[src/rtl/fpm_pkg.sv]
`timescale 1ns/1ps
// Shared types for the page-mode DRAM controller.
package fpm_pkg;
    // Sequencer states. Pin levels are decoded from these.
    typedef enum logic [2:0] {
        ST_IDLE,   // RAS high, precharge complete
        ST_RCD,    // RAS low, row address held
        ST_COL,    // column address and WE/data set up, CAS high
        ST_CAS,    // CAS strobes low
        ST_OPEN,   // row open, CAS high, waiting for work
        ST_PRE,    // RAS high precharge
        ST_REFC,   // refresh: CAS low ahead of RAS
        ST_REFR    // refresh: RAS low with CAS low
    } fpm_state_e;
endpackage

[src/rtl/fpm_ref_timer.sv]
`timescale 1ns/1ps
// Refresh timer: raises a request every REF_PERIOD cycles and holds it
// until the sequencer acknowledges it. Assumes the service latency is much
// shorter than REF_PERIOD.
module fpm_ref_timer #(
    parameter int REF_PERIOD = 1400
) (
    input  logic clk,
    input  logic rst_n,
    input  logic ack_i,
    output logic due_o
);
    localparam int TW = $clog2(REF_PERIOD + 1);

    logic [TW-1:0] tick_q;
    logic          due_q;
    logic          wrap;

    assign wrap  = (tick_q == TW'(REF_PERIOD - 1));
    assign due_o = due_q;

    // Free-running period counter.
    always_ff @(posedge clk) begin
        if (!rst_n)    tick_q <= '0;
        else if (wrap) tick_q <= '0;
        else           tick_q <= tick_q + 1'b1;
    end

    // Due flag: set at each wrap, cleared by the acknowledge.
    always_ff @(posedge clk) begin
        if (!rst_n)     due_q <= 1'b0;
        else if (wrap)  due_q <= 1'b1;
        else if (ack_i) due_q <= 1'b0;
    end


    ref_hold_chk: assert property (@(posedge clk) disable iff (!rst_n)
        (due_q && !ack_i) |=> due_q);
endmodule

[src/rtl/fpm_page_track.sv]
`timescale 1ns/1ps
// Open-row tracker: holds the open row, compares it with the incoming
// request and ages the row so that it closes before the maximum RAS-low time.
// Assumes load_i pulses on the edge where RAS falls and close_i pulses on
// the edge where it rises.
module fpm_page_track #(
    parameter int ROW_W     = 10,
    parameter int T_RAS_MAX = 1000,
    parameter int T_CAS     = 2
) (
    input  logic             clk,
    input  logic             rst_n,
    input  logic             load_i,
    input  logic [ROW_W-1:0] load_row_i,
    input  logic             close_i,
    input  logic [ROW_W-1:0] cmp_row_i,
    output logic             hit_o,
    output logic             age_limit_o
);
    localparam int AW        = $clog2(T_RAS_MAX + 1);
    localparam int RAS_CLOSE = T_RAS_MAX - T_CAS - 4;

    logic [ROW_W-1:0] row_q;
    logic             valid_q;
    logic [AW-1:0]    age_q;

    assign hit_o       = valid_q && (row_q == cmp_row_i);
    assign age_limit_o = valid_q && (age_q >= AW'(RAS_CLOSE));

    // Capture the open row and track whether it is open.
    always_ff @(posedge clk) begin
        if (!rst_n) begin
            row_q   <= '0;
            valid_q <= 1'b0;
        end else if (load_i) begin
            row_q   <= load_row_i;
            valid_q <= 1'b1;
        end else if (close_i) begin
            valid_q <= 1'b0;
        end
    end

    // Count cycles since the row opened; saturates.
    always_ff @(posedge clk) begin
        if (!rst_n || load_i)                       age_q <= '0;
        else if (valid_q && age_q != AW'(T_RAS_MAX)) age_q <= age_q + 1'b1;
    end


    ras_max_chk: assert property (@(posedge clk) disable iff (!rst_n)
        valid_q |-> (age_q < AW'(T_RAS_MAX)));
endmodule

[src/rtl/fpm_seq.sv]
`timescale 1ns/1ps
// Access sequencer: accepts host requests, drives the DRAM strobes and
// address from its registered state, runs page hits without reopening the
// row and inserts CAS-before-RAS refresh. All pin levels decode from state
// registers, so they change only at clock edges.
module fpm_seq #(
    parameter int ROW_W  = 10,
    parameter int COL_W  = 10,
    parameter int DW     = 16,
    parameter int T_RCD  = 4,
    parameter int T_CAS  = 2,
    parameter int T_RP   = 3,
    parameter int T_CSR  = 2,
    parameter int T_RASR = 5
) (
    input  logic                   clk,
    input  logic                   rst_n,
    input  logic                   req_valid,
    output logic                   req_ready,
    input  logic                   req_write,
    input  logic [ROW_W+COL_W-1:0] req_addr,
    input  logic [DW-1:0]          req_wdata,
    input  logic [1:0]             req_be,
    output logic                   rsp_valid,
    output logic [DW-1:0]          rsp_rdata,
    input  logic                   ref_due_i,
    output logic                   ref_ack_o,
    input  logic                   row_hit_i,
    input  logic                   age_limit_i,
    output logic                   row_load_o,
    output logic [ROW_W-1:0]       row_load_val_o,
    output logic                   row_close_o,
    output logic [ROW_W-1:0]       dram_addr,
    output logic                   dram_ras_n,
    output logic                   dram_lcas_n,
    output logic                   dram_ucas_n,
    output logic                   dram_we_n,
    output logic                   dram_oe_n,
    output logic [DW-1:0]          dram_dq_out,
    output logic                   dram_dq_oe,
    input  logic [DW-1:0]          dram_dq_in
);
    import fpm_pkg::*;

    localparam int AW   = ROW_W + COL_W;
    localparam int M1   = (T_RCD > T_CAS) ? T_RCD : T_CAS;
    localparam int M2   = (T_RP > T_CSR) ? T_RP : T_CSR;
    localparam int M3   = (M1 > M2) ? M1 : M2;
    localparam int TMAX = (M3 > T_RASR) ? M3 : T_RASR;
    localparam int CW   = $clog2(TMAX + 1);

    fpm_state_e    state_q, state_d;
    logic [CW-1:0] cnt_q, cnt_d;
    logic          pend_q, pend_d;
    logic          lat_wr_q;
    logic [AW-1:0] lat_addr_q;
    logic [DW-1:0] lat_data_q;
    logic [1:0]    lat_be_q;
    logic          accept, cnt_zero, col_phase, rsp_fire;

    assign cnt_zero = (cnt_q == '0);
    assign req_ready = !ref_due_i &&
                       ((state_q == ST_IDLE) || (state_q == ST_OPEN && !age_limit_i));
    assign accept = req_valid && req_ready;

    // Next-state and delay-counter selection.
    always_comb begin
        state_d   = state_q;
        cnt_d     = cnt_zero ? '0 : cnt_q - 1'b1;
        pend_d    = pend_q;
        ref_ack_o = 1'b0;
        unique case (state_q)
            ST_IDLE: begin
                if (ref_due_i) begin
                    state_d   = ST_REFC;
                    cnt_d     = CW'(T_CSR - 1);
                    ref_ack_o = 1'b1;
                end else if (accept) begin
                    state_d = ST_RCD;
                    cnt_d   = CW'(T_RCD - 1);
                end
            end
            ST_RCD:  if (cnt_zero) state_d = ST_COL;
            ST_COL: begin
                state_d = ST_CAS;
                cnt_d   = CW'(T_CAS - 1);
            end
            ST_CAS:  if (cnt_zero) state_d = ST_OPEN;
            ST_OPEN: begin
                if (ref_due_i || age_limit_i) begin
                    state_d = ST_PRE;
                    cnt_d   = CW'(T_RP - 1);
                    pend_d  = 1'b0;
                end else if (accept) begin
                    if (row_hit_i) begin
                        state_d = ST_COL;
                    end else begin
                        state_d = ST_PRE;
                        cnt_d   = CW'(T_RP - 1);
                        pend_d  = 1'b1;
                    end
                end
            end
            ST_PRE: begin
                if (cnt_zero) begin
                    state_d = pend_q ? ST_RCD : ST_IDLE;
                    cnt_d   = CW'(T_RCD - 1);
                    pend_d  = 1'b0;
                end
            end
            ST_REFC: begin
                if (cnt_zero) begin
                    state_d = ST_REFR;
                    cnt_d   = CW'(T_RASR - 1);
                end
            end
            ST_REFR: begin
                if (cnt_zero) begin
                    state_d = ST_PRE;
                    cnt_d   = CW'(T_RP - 1);
                end
            end
            default: state_d = ST_IDLE;
        endcase
    end

    // State, counter and pending-miss registers.
    always_ff @(posedge clk) begin
        if (!rst_n) begin
            state_q <= ST_IDLE;
            cnt_q   <= '0;
            pend_q  <= 1'b0;
        end else begin
            state_q <= state_d;
            cnt_q   <= cnt_d;
            pend_q  <= pend_d;
        end
    end

    // Capture an accepted request; an empty byte mask means a word access.
    always_ff @(posedge clk) begin
        if (!rst_n) begin
            lat_wr_q   <= 1'b0;
            lat_addr_q <= '0;
            lat_data_q <= '0;
            lat_be_q   <= 2'b11;
        end else if (accept) begin
            lat_wr_q   <= req_write;
            lat_addr_q <= req_addr;
            lat_data_q <= req_wdata;
            lat_be_q   <= (req_be == 2'b00) ? 2'b11 : req_be;
        end
    end

    // Read return: sample the bus on the edge that ends the CAS pulse.
    assign rsp_fire = (state_q == ST_CAS) && cnt_zero && !lat_wr_q;
    always_ff @(posedge clk) begin
        if (!rst_n) begin
            rsp_valid <= 1'b0;
            rsp_rdata <= '0;
        end else begin
            rsp_valid <= rsp_fire;
            if (rsp_fire) rsp_rdata <= dram_dq_in;
        end
    end

    // Row tracker hooks.
    assign row_load_o     = (state_q == ST_IDLE && state_d == ST_RCD) ||
                            (state_q == ST_PRE && state_d == ST_RCD);
    assign row_load_val_o = (state_q == ST_IDLE) ? req_addr[AW-1:COL_W]
                                                 : lat_addr_q[AW-1:COL_W];
    assign row_close_o    = (state_q == ST_OPEN) && (state_d == ST_PRE);

    // Pin decode from the registered state.
    assign col_phase = (state_q == ST_COL) || (state_q == ST_CAS);
    always_comb begin
        dram_ras_n  = !(state_q inside {ST_RCD, ST_COL, ST_CAS, ST_OPEN, ST_REFR});
        dram_lcas_n = 1'b1;
        dram_ucas_n = 1'b1;
        if (state_q == ST_CAS) begin
            dram_lcas_n = !lat_be_q[0];
            dram_ucas_n = !lat_be_q[1];
        end else if (state_q == ST_REFC || state_q == ST_REFR) begin
            dram_lcas_n = 1'b0;
            dram_ucas_n = 1'b0;
        end
        if (state_q == ST_RCD)                 dram_addr = lat_addr_q[AW-1:COL_W];
        else if (col_phase || state_q == ST_OPEN) dram_addr = lat_addr_q[COL_W-1:0];
        else                                   dram_addr = '0;
        dram_we_n   = !(col_phase && lat_wr_q);
        dram_oe_n   = !(col_phase && !lat_wr_q);
        dram_dq_oe  = col_phase && lat_wr_q;
        dram_dq_out = lat_data_q;
    end


    rsp_pulse_chk: assert property (@(posedge clk) disable iff (!rst_n)
        rsp_valid |=> !rsp_valid);

    early_write_chk: assert property (@(posedge clk) disable iff (!rst_n)
        (($fell(dram_lcas_n) || $fell(dram_ucas_n)) && !dram_we_n)
        |-> ($past(!dram_we_n) && dram_dq_oe && dram_oe_n));

    ras_before_cas_chk: assert property (@(posedge clk) disable iff (!rst_n)
        (($fell(dram_lcas_n) || $fell(dram_ucas_n)) && !dram_ras_n) |-> $past(!dram_ras_n));

    cbr_order_chk: assert property (@(posedge clk) disable iff (!rst_n)
        ($fell(dram_ras_n) && !dram_lcas_n) |-> $past(!dram_lcas_n && !dram_ucas_n));

    strobe_active_chk: assert property (@(posedge clk) disable iff (!rst_n)
        (state_q == ST_CAS) |-> (!dram_lcas_n || !dram_ucas_n));

    refresh_blocks_host_chk: assert property (@(posedge clk) disable iff (!rst_n)
        (state_q == ST_REFC || state_q == ST_REFR) |-> !req_ready);
endmodule

[src/rtl/fpm_dram_ctrl.sv]
`timescale 1ns/1ps
// Page-mode DRAM controller top: wires the sequencer, open-row tracker and
// refresh timer. Assumes a 100 MHz clock for the default cycle counts and a
// memory with a 10-bit multiplexed address and two byte column strobes.
module fpm_dram_ctrl #(
    parameter int ROW_W      = 10,
    parameter int COL_W      = 10,
    parameter int DW         = 16,
    parameter int T_RCD      = 4,
    parameter int T_CAS      = 2,
    parameter int T_RP       = 3,
    parameter int T_CSR      = 2,
    parameter int T_RASR     = 5,
    parameter int T_RAS_MAX  = 1000,
    parameter int REF_PERIOD = 1400
) (
    input  logic                   clk,
    input  logic                   rst_n,
    input  logic                   req_valid,
    output logic                   req_ready,
    input  logic                   req_write,
    input  logic [ROW_W+COL_W-1:0] req_addr,
    input  logic [DW-1:0]          req_wdata,
    input  logic [1:0]             req_be,
    output logic                   rsp_valid,
    output logic [DW-1:0]          rsp_rdata,
    output logic [ROW_W-1:0]       dram_addr,
    output logic                   dram_ras_n,
    output logic                   dram_lcas_n,
    output logic                   dram_ucas_n,
    output logic                   dram_we_n,
    output logic                   dram_oe_n,
    output logic [DW-1:0]          dram_dq_out,
    output logic                   dram_dq_oe,
    input  logic [DW-1:0]          dram_dq_in
);
    localparam int AW = ROW_W + COL_W;

    logic             ref_due, ref_ack, row_hit, age_limit, row_load, row_close;
    logic [ROW_W-1:0] row_load_val;

    fpm_ref_timer #(.REF_PERIOD(REF_PERIOD)) u_timer (
        .clk(clk), .rst_n(rst_n), .ack_i(ref_ack), .due_o(ref_due)
    );

    fpm_page_track #(.ROW_W(ROW_W), .T_RAS_MAX(T_RAS_MAX), .T_CAS(T_CAS)) u_track (
        .clk(clk), .rst_n(rst_n),
        .load_i(row_load), .load_row_i(row_load_val), .close_i(row_close),
        .cmp_row_i(req_addr[AW-1:COL_W]),
        .hit_o(row_hit), .age_limit_o(age_limit)
    );

    fpm_seq #(
        .ROW_W(ROW_W), .COL_W(COL_W), .DW(DW), .T_RCD(T_RCD), .T_CAS(T_CAS),
        .T_RP(T_RP), .T_CSR(T_CSR), .T_RASR(T_RASR)
    ) u_seq (
        .clk(clk), .rst_n(rst_n),
        .req_valid(req_valid), .req_ready(req_ready), .req_write(req_write),
        .req_addr(req_addr), .req_wdata(req_wdata), .req_be(req_be),
        .rsp_valid(rsp_valid), .rsp_rdata(rsp_rdata),
        .ref_due_i(ref_due), .ref_ack_o(ref_ack),
        .row_hit_i(row_hit), .age_limit_i(age_limit),
        .row_load_o(row_load), .row_load_val_o(row_load_val), .row_close_o(row_close),
        .dram_addr(dram_addr), .dram_ras_n(dram_ras_n),
        .dram_lcas_n(dram_lcas_n), .dram_ucas_n(dram_ucas_n),
        .dram_we_n(dram_we_n), .dram_oe_n(dram_oe_n),
        .dram_dq_out(dram_dq_out), .dram_dq_oe(dram_dq_oe), .dram_dq_in(dram_dq_in)
    );
endmodule

[config.mk]
export PLATFORM = sky130hd
export DESIGN_NAME = fpm_dram_ctrl
export DESIGN_NICKNAME = d
export VERILOG_FILES = /design/src/rtl/fpm_pkg.sv /design/src/rtl/fpm_ref_timer.sv /design/src/rtl/fpm_page_track.sv /design/src/rtl/fpm_seq.sv /design/src/rtl/fpm_dram_ctrl.sv
export SDC_FILE = /design/constraint.sdc
export NUM_CORES = 1
export LEC_CHECK = 0
export ABC_CLOCK_PERIOD_IN_PS = 2600
export CORE_UTILIZATION = 49
export DETAILED_ROUTE_END_ITERATION = 7
export GPL_TIMING_DRIVEN = 0
export MAX_ROUTING_LAYER = met4
export PLACE_DENSITY = 0.89
export SYNTH_ARGS = -nofsm -noshare
export SYNTH_HDL_FRONTEND = slang
export SYNTH_SLANG_ARGS = --single-unit
[constraint.sdc]
create_clock -name clk -period 2.6 [get_ports clk]
set_input_delay 0.52 -clock clk [delete_from_list [all_inputs] [get_ports clk]]
set_output_delay 0.52 -clock clk [all_outputs]
set_load 0.01 [all_outputs]
==> impl_metrics.tcl, run 1 <==
set metrics [dict create \
    outcome "completed" \
    die_h_um 95.9 \
    final-hold-violation-count 0 \
    die_area_um2 9190 \
    drt_iter0_drc 238 \
    arrival_ns 1.95 \
    num_rows 33 \
    nNetsFinal 703 \
    total_power_mw 4.91 \
    r2r-start "u_track.age_q[0]$_SDFFE_PP0P_" \
    start_kind "flip-flop" \
    place_congestion 0.902 \
    ys_seq_area_frac 0.445 \
    power.density_nw_per_um2 841 \
    required_ns 2.08 \
    layout_min_cycle_time_ns 2.47 \
    cts_tree "yes" \
    min_path_type "flip-flop to flip-flop" \
    num_vias 4243 \
    cts.sinks 96 \
    numCtsBuffers 9 \
    viasPerCell 5.65 \
    dr.pass1.iters 5 \
    ys_types 53 \
    grtUsageTotal 0.273 \
    synth.net_count 584 \
    totalWireLength_um 11900 \
    synth.avg_cell_area_um2 8.27 \
    grt_max_degree 19 \
    initial_utilization 0.515 \
    yosys.area_share.simple 0.227 \
    path_clk_slew_ns 0.09 \
    p_leak_nw 2.25 \
    syn_area_um2 4320 \
    clockBufferDepth 2 \
    cap_violations 0 \
    die_x_um 95.9 \
    ant_nets 0 \
    slowest_stage "clkdlybuf4s50_1" \
    synth_compound_area_frac 0.194 \
    path_class "flip-flop to primary output" \
    wl_per_cell_um 15.9 \
    grt_pass1_wl_um 18900 \
    whs_ns 0.459 \
    maxSlewViolCount 0 \
    irDropWorstVdd_uv 628 \
    hold_path_startpoint "u_seq.rsp_rdata[2]$_SDFFE_PN0P_" \
    numPortBuffers 107 \
    place_hpwl_um 8240 \
    cts_htree_levels 3 \
    synth_top_family_by_area "simple AND/OR/NAND/NOR gates" \
    clk_latency_ns 0.38 \
    critPathTopFamily "buffers and inverters" \
    fmax_mhz 405 \
    synth_fa_ha_area_frac 0.0116 \
    cp-startpoint "u_seq.state_q[2]$_SDFF_PN0_" \
    async_flop_share 0 \
    syn_to_final_growth_pct 35.3 \
    critPathMaxFanout 10 \
    cp_cell_sequence "buf_4 -> nor2b_2 -> nor3_1 -> a21o_1 -> clkdlybuf4s50_1" \
    antenna_found_initial 0 \
    cts_root_buffer "clkbuf_8" \
    diodes 0 \
    io_pins 108 \
    path_buf_inv 2 \
    grt_overflow_total 0 \
    core_um2 8380 \
    skew_ns 0.0143 \
    max_slew_margin 0.503 \
    drive_above_1_share 0.0960 \
    synth-edff-count 0 \
    grt_pass1_vias 4120 \
    max_stage_delay_ns 0.48 \
    synthCells 522 \
    ys_seq_elements 96 \
    max_slew.worst_pin.slew_ns 0.746 \
    min_period_over_period 0.949 \
    ctsHoldBuffers 0 \
    yosys_warnings 0 \
    rsz0062_at_grt "false" \
    final-setup-viol-count 0 \
    drc 0 \
    synth_mux_area_frac 0.0255 \
    end_kind "primary output" \
    synthFlopType "dfxtp_1" \
    synth-xor-area-share 0.0568 \
]
[path summary, 6_finish.rpt]
| path | depth (start not counted) | slack (ns) | to |
|---|---|---|---|
| min | 2 | 0.46 | u_seq.rsp_rdata[2]$_SDFFE_PN0P_ |
| max reg2reg | 8 | 0.32 | u_seq.lat_addr_q[10]$_SDFFE_PN0N_ |
| min reg2reg | 2 | 0.46 | u_seq.rsp_rdata[2]$_SDFFE_PN0P_ |
| max | 5 | 0.13 | dram_ras_n |
[layout make-up]
type,count,area [µm²]
fillers,626,2540
multi-input cells,387,2300
flip-flops and latches,96,1930
repair buffers,109,1110
plain buffers,31,163
well taps,105,131
clock buffers,9,124
clock inverters,7,62.6
inverters,7,26.3
[layout by cell type, fill, tap and decap left out, drive strengths merged, types with 9 or more instances in the layout]
master / n
nand2: 137
dfxtp: 96
a22o: 10
inv: 9
buf: 16
xnor2: 17
xor2: 11
nor2: 35
a21oi: 64
a211oi: 11
mux2i: 11
clkdlybuf4s50: 96
dlymetal6s2s: 9
clkbuf: 26
[cells by family after synthesis]
kind of cell             count (synthesis)
AND/OR/NAND/NOR                        223
AO/OA/AOI/OAI                          120
flip-flops                              96
buffers and inverters                   40
XOR/XNOR                                28
multiplexers                            11
adder cells (fa/ha/maj)                  4
[layer usage]
layer  vias up  GRT usage  wire length [µm]
li1       2020          -                 -
met3        36     0.0750               788
met1      2006      0.315              4930
met4         0     0.0995               341
met5         -          -                 0
met2       181      0.455              5880
[cell usage after synthesis (all sizes together) (4+ instances only)]
cell | instances | area (µm²)
xor2 | 11 | 96.3
a21oi | 64 | 320
a31oi | 5 | 31.3
and3 | 5 | 32.5
mux2i | 11 | 110
nand2 | 137 | 517
nand3 | 6 | 30.0
a211oi | 11 | 128
nor2 | 35 | 131
inv | 6 | 22.5
clkbuf | 21 | 78.8
nor3 | 8 | 50.1
xnor2 | 17 | 149
o21ai | 8 | 40.0
a22o | 10 | 87.6
ha | 4 | 50.1
nand2b | 7 | 43.8
buf | 12 | 66.3
or3 | 4 | 25.0
dfxtp | 96 | 1920
nand4 | 7 | 43.8
[stage by stage]
step / instance area [µm²] / setup TNS, ns / setup WS, ns / instances / utilization
final: 5840 / 0 / 0.132 / 751 / 0.697
after global routing: 5840 / 0 / 0.0375 / 751 / 0.697
after CTS: 5790 / -0.282 / -0.0410 / 752 / 0.691
after detailed placement: 5520 / -3.34 / -0.303 / 734 / 0.659
after global placement: 5520 / -2.27 / -0.254 / 734 / 0.659
after floorplan: 4320 / 0 / 0.539 / 522 / -
[worst reg2reg max path, delay by kind of cell (launching register included)]
| family | cells | cell delay [ns] |
|---|---|---|
| and+or+nand+nor | 1 | 0.13 |
| adders and majority gates | 1 | 0.25 |
| DFF | 1 | 0.35 |
| AOI/OAI and AO/OA | 3 | 0.77 |
| buffers and inverters | 3 | 0.73 |
[repair_timing]
action                     4_1_cts  5_1_grt
setup endpoints to repair       15       10
pin swaps                        2        1
gates resized for setup         24       23
cloned                           2        0
setup buffers                    1        0
[power by group]
| group | switching (mW) | leakage [nW] | internal [mW] |
|---|---|---|---|
| registers | 0.208 | 0.785 | 1.71 |
| logic | 1.11 | 1.36 | 0.937 |
| clock network | 0.577 | 0.0976 | 0.368 |
[flip-flops by register name, indices dropped and copies added (netlist names), 2 cells and up]
name               flops
u_seq.cnt_q            3
u_seq.rsp_rdata       16
u_seq.state_q          3
u_track.age_q         10
u_seq.dram_dq_out     16
u_timer.tick_q        11
u_track.row_q         10
u_seq.lat_be_q         2
u_seq.lat_addr_q      20
Note: power is estimated with default switching activity, not from simulation.
==> run 2, diff against run 1 <==
PLACE_DENSITY = not set   (was 0.89)
PLACE_DENSITY_LB_ADDON = 0.12   (was not set)
==> impl_metrics.tcl, run 2 (synthesized netlist as in run 1, its figures left out) <==
set metrics [dict create \
    max_slew.worst_pin.slew_ns 0.707 \
    die_area_um2 9190 \
    critPathMaxFanout 10 \
    clockBufferDepth 2 \
    max_slew_margin 0.529 \
    num_rows 33 \
    clk_latency_ns 0.36 \
    cap_violations 0 \
    end_kind "primary output" \
    numPortBuffers 107 \
    required_ns 2.08 \
    irDropWorstVdd_uv 456 \
    viasPerCell 5.39 \
    min_path_type "flip-flop to flip-flop" \
    rsz0062_at_grt "false" \
    nNetsFinal 707 \
    ctsHoldBuffers 0 \
    path_class "flip-flop to primary output" \
    power.density_nw_per_um2 861 \
    die_h_um 95.9 \
    layout_min_cycle_time_ns 2.53 \
    slowest_stage "clkdlybuf4s50_1" \
    grt_overflow_total 0 \
    final_common_cell "nand2_1" \
    layout_common_cells "nand2_1 (136), clkdlybuf4s50_1 (96), dfxtp_1 (93)" \
    drive_above_1_share 0.0969 \
    wl_per_cell_um 14.8 \
    totalWireLength_um 11200 \
    place_hpwl_um 8070 \
    min_period_over_period 0.974 \
    diodes 0 \
    die_x_um 95.9 \
    num_vias 4070 \
    cts_htree_levels 3 \
    maxSlewViolCount 0 \
    max_stage_delay_ns 0.49 \
    finalNonFillerCells 755 \
    cts_root_buffer "clkbuf_8" \
    drc 0 \
    antenna_found_initial 0 \
    arrival_ns 2.01 \
    final-setup-viol-count 0 \
    grtUsageTotal 0.259 \
    io_pins 108 \
    largest-register "u_seq.lat_addr_q" \
    final-hold-violation-count 0 \
    cp_cell_sequence "clkbuf_4 -> nor2b_2 -> nor3_1 -> a21o_1 -> clkdlybuf4s50_1" \
    ant_nets 0 \
    initial_utilization 0.515 \
    dr.pass1.iters 4 \
    skew_ns 0.0170 \
    outcome "completed" \
    grt_max_degree 17 \
    path_clk_slew_ns 0.09 \
    fmax_mhz 395 \
    start_kind "flip-flop" \
    largest_reg_flops 20 \
    numCtsBuffers 9 \
    place_inst 734 \
    p_leak_nw 2.22 \
    place_congestion 0.865 \
    cts_tree "yes" \
    grt_pass1_wl_um 18000 \
    grt_pass1_vias 3808 \
    syn_to_final_growth_pct 36.2 \
    cts.sinks 96 \
    total_power_mw 5.07 \
    drt_iter0_drc 165 \
    core_um2 8380 \
]
==> run 2: cell count changes in the layout (fill, tap and decap cells not counted), moves of 3 or more <==
cell and delta:
dlygate4sd2_1 +5, dlymetal6s2s_1 -5, buf_4 +5, buf_6 -3
==> run 2: repair_timing <==
action                     in CTS  in global routing
buffers inserted                4                  2
resized for setup              31                  8
pin swaps                       3                  0
hold endpoints to repair        0                  0
setup endpoints to repair      15                  5
gates cloned                    1                  0
==> run 2: critical path: cells and delay by family (launching register included) <==
family                 cells  cell delay (ns)
buffers and inverters      2             0.76
flip-flops                 1             0.44
AO/OA/AOI/OAI              1             0.16
AND/OR/NAND/NOR            2             0.29
==> run 2: final cells by class <==
class | count | area (µm²)
Fill cell | 689 | 2500
Multi-Input combinational cell | 387 | 2290
Tap cell | 105 | 131
Sequential cell | 96 | 1930
Buffer | 31 | 161
Clock buffer | 11 | 141
Timing Repair Buffer | 113 | 1120
Inverter | 7 | 26.3
Clock inverter | 5 | 86.3
==> run 2: worst paths after layout <==
check / startpoint / endpoint / slack (ns) / depth (start not counted)
setup / recovery: u_seq.state_q[2]$_SDFF_PN0_ / dram_ras_n / 0.07 / 5
hold / removal: u_timer.tick_q[0]$_SDFF_PP0_ / u_timer.tick_q[0]$_SDFF_PP0_ / 0.45 / 1
setup reg to reg: u_track.age_q[5]$_SDFFE_PP0P_ / u_seq.lat_addr_q[14]$_SDFFE_PN0N_ / 0.48 / 6
hold reg to reg: u_timer.tick_q[0]$_SDFF_PP0_ / u_timer.tick_q[0]$_SDFF_PP0_ / 0.45 / 1
==> run 2: where the power goes <==
group,switching (mW),internal (mW)
Sequential,0.195,1.71
Clock,0.519,0.578
Combinational,1.10,0.960
Total,1.82,3.25
==> run 2: through the flow <==
| step | util | setup TNS [ns] | area, µm² | worst slack, ns | hold WS (ns) |
|---|---|---|---|---|---|
| floorplan | - | 0 | 4320 | 0.539 | 0.418 |
| global route | 0.702 | 0 | 5880 | 0.00349 | 0.473 |
| CTS | 0.699 | 0 | 5860 | 0.00518 | 0.456 |
| detailed placement | 0.659 | -3.96 | 5520 | -0.370 | 0.438 |
| finish | 0.702 | 0 | 5880 | 0.0664 | 0.455 |
| global placement | 0.659 | -4.13 | 5520 | -0.375 | 0.429 |
==> run 2: metal layers <==
metal	vias to the layer above	GRT usage	routed length, µm
met1	1900	0.317	4970
li1	2039	-	-
met3	12	0.0695	791
met5	-	-	0
met2	119	0.420	5280
met4	0	0.0684	124
==> run 3, diff against run 2 <==
TNS_END_PERCENT = 1   (was not set)
==> impl_metrics.tcl, run 3 (synthesized netlist as in run 1, its figures left out) <==
set metrics [dict create \
    drc 0 \
    max_slew_margin 0.532 \
    critPathMaxFanout 11 \
    layout_min_cycle_time_ns 2.48 \
    nNetsFinal 702 \
    max_slew.worst_pin.slew_ns 0.703 \
    pwr-share-clk 0.221 \
    required_ns 2.08 \
    syn_to_final_growth_pct 35.1 \
    largest-register "u_seq.lat_addr_q" \
    core_um2 8380 \
    outcome "completed" \
    antenna_found_initial 0 \
    grt_pass1_vias 3780 \
    grt_max_degree 17 \
    min_delay_path_depth 1 \
    cts.sinks 96 \
    initial_utilization 0.515 \
    io_pins 108 \
    die_h_um 95.9 \
    numCtsBuffers 9 \
    irDropWorstVdd_uv 456 \
    power_frac_seq 0.380 \
    min_path_type "flip-flop to flip-flop" \
    multi_input_comb_area_um2 2290 \
    dr.pass1.iters 5 \
    cap_violations 0 \
    seqCellArea_um2 1930 \
    grt_pass1_wl_um 17800 \
    rsz0062_at_grt "false" \
    final-setup-viol-count 0 \
    numPortBuffers 107 \
    path_class "flip-flop to primary output" \
    intPower_mw 3.20 \
    die_x_um 95.9 \
    diodes 0 \
    grtUsageTotal 0.256 \
    p_leak_nw 2.15 \
    arrival_ns 1.96 \
    power.density_nw_per_um2 856 \
    layout_common_cells "nand2_1 (136), clkdlybuf4s50_1 (95), dfxtp_1 (93)" \
    cts_tree "yes" \
    fmax_mhz 404 \
    end_kind "primary output" \
    crit_top_cell "nand2_1" \
    grt_overflow_total 0 \
    final_common_cell "nand2_1" \
    start_kind "flip-flop" \
    cts_root_buffer "clkbuf_8" \
    ctsHoldBuffers 0 \
    path_clk_slew_ns 0.09 \
    clk_latency_ns 0.36 \
    switchingPower_mw 1.80 \
    place_hpwl_um 8070 \
    post-cts-setup-buffers 0 \
    sw_frac_of_total 0.360 \
    cp_cell_sequence "buf_4 -> buf_6 -> clkbuf_4 -> nand2_1 -> nand2_1 -> nand2_1 -> clkdlybuf4s50_1" \
    largest_reg_flops 20 \
    total_power_mw 5.00 \
    slowest_stage "clkdlybuf4s50_1" \
    num_vias 4031 \
    clockBufferDepth 2 \
    maxSlewViolCount 0 \
    ant_nets 0 \
    drive_above_1_share 0.0884 \
    max_stage_delay_ns 0.55 \
    fillers 699 \
    ff2ff_path_depth 6 \
    min_period_over_period 0.952 \
    setup_tns_ns 0 \
    drt_iter0_drc 179 \
    wl_per_cell_um 14.7 \
    die_area_um2 9190 \
    whs_ns 0.455 \
    totalWireLength_um 11000 \
    cts_htree_levels 3 \
    num_rows 33 \
    final-hold-violation-count 0 \
    pwr-share-comb 0.399 \
    viasPerCell 5.37 \
    fin_util 0.696 \
    skew_ns 0.0167 \
    place_congestion 0.865 \
]
run 3: final cells by class:
| type | count | area share |
|---|---|---|
| Clock buffer | 11 | 0.0242 |
| Buffer | 32 | 0.0296 |
| Timing Repair Buffer | 107 | 0.182 |
| Clock inverter | 5 | 0.0148 |
| Sequential cell | 96 | 0.330 |
| Inverter | 7 | 0.00450 |
| Multi-Input combinational cell | 387 | 0.392 |
| Tap cell | 105 | 0.0225 |
run 3: timing repair:
action                                 in CTS  in global routing
cloned                                      1                  0
setup endpoints to repair                  15                  2
pin swaps                                   1                  2
endpoints found under the hold margin       0                  0
resized for setup                          34                  3
run 3: power groups by stage:
stage                     Combinational [mW]  Clock, mW  Sequential, mW
after global placement                  1.89          0            1.89
after CTS                               2.00       1.13            1.89
final                                   1.99       1.10            1.90
after detailed placement                1.92          0            1.90
after floorplan                         1.25          0            1.89
after global routing                    2.17       1.18            1.93
run 3: layer usage:
metal / up-vias / track usage / routed length [µm]
met5: - / - / 0
met1: 1870 / 0.312 / 4870
met4: 0 / 0.0684 / 107
li1: 2030 / - / -
met2: 122 / 0.417 / 5230
met3: 9 / 0.0695 / 801
run 3: critical path, delay by kind of cell (launching register included):
| kind | cells | cell delay [ns] |
|---|---|---|
| simple gates | 3 | 0.22 |
| flops | 1 | 0.31 |
| buf+inv | 4 | 1.07 |
run 3: through the flow:
step	instance area, µm²	std cells	worst slack, ns
2_1_floorplan	4320	522	0.539
3_3_place_gp	5520	734	-0.375
3_5_place_dp	5520	734	-0.370
4_1_cts	5830	750	-0.0659
5_1_grt	5840	750	0.0359
6_report	5840	750	0.124
run 3: worst paths after layout:
| path | slack [ns] | to | start |
|---|---|---|---|
| max reg2reg | 0.50 | u_seq.lat_addr_q[14]$_SDFFE_PN0N_ | u_track.age_q[5]$_SDFFE_PP0P_ |
| max | 0.12 | dram_ucas_n | u_seq.state_q[0]$_SDFF_PN0_ |
| min | 0.45 | u_timer.tick_q[0]$_SDFF_PP0_ | u_timer.tick_q[0]$_SDFF_PP0_ |
| min reg2reg | 0.45 | u_timer.tick_q[0]$_SDFF_PP0_ | u_timer.tick_q[0]$_SDFF_PP0_ |
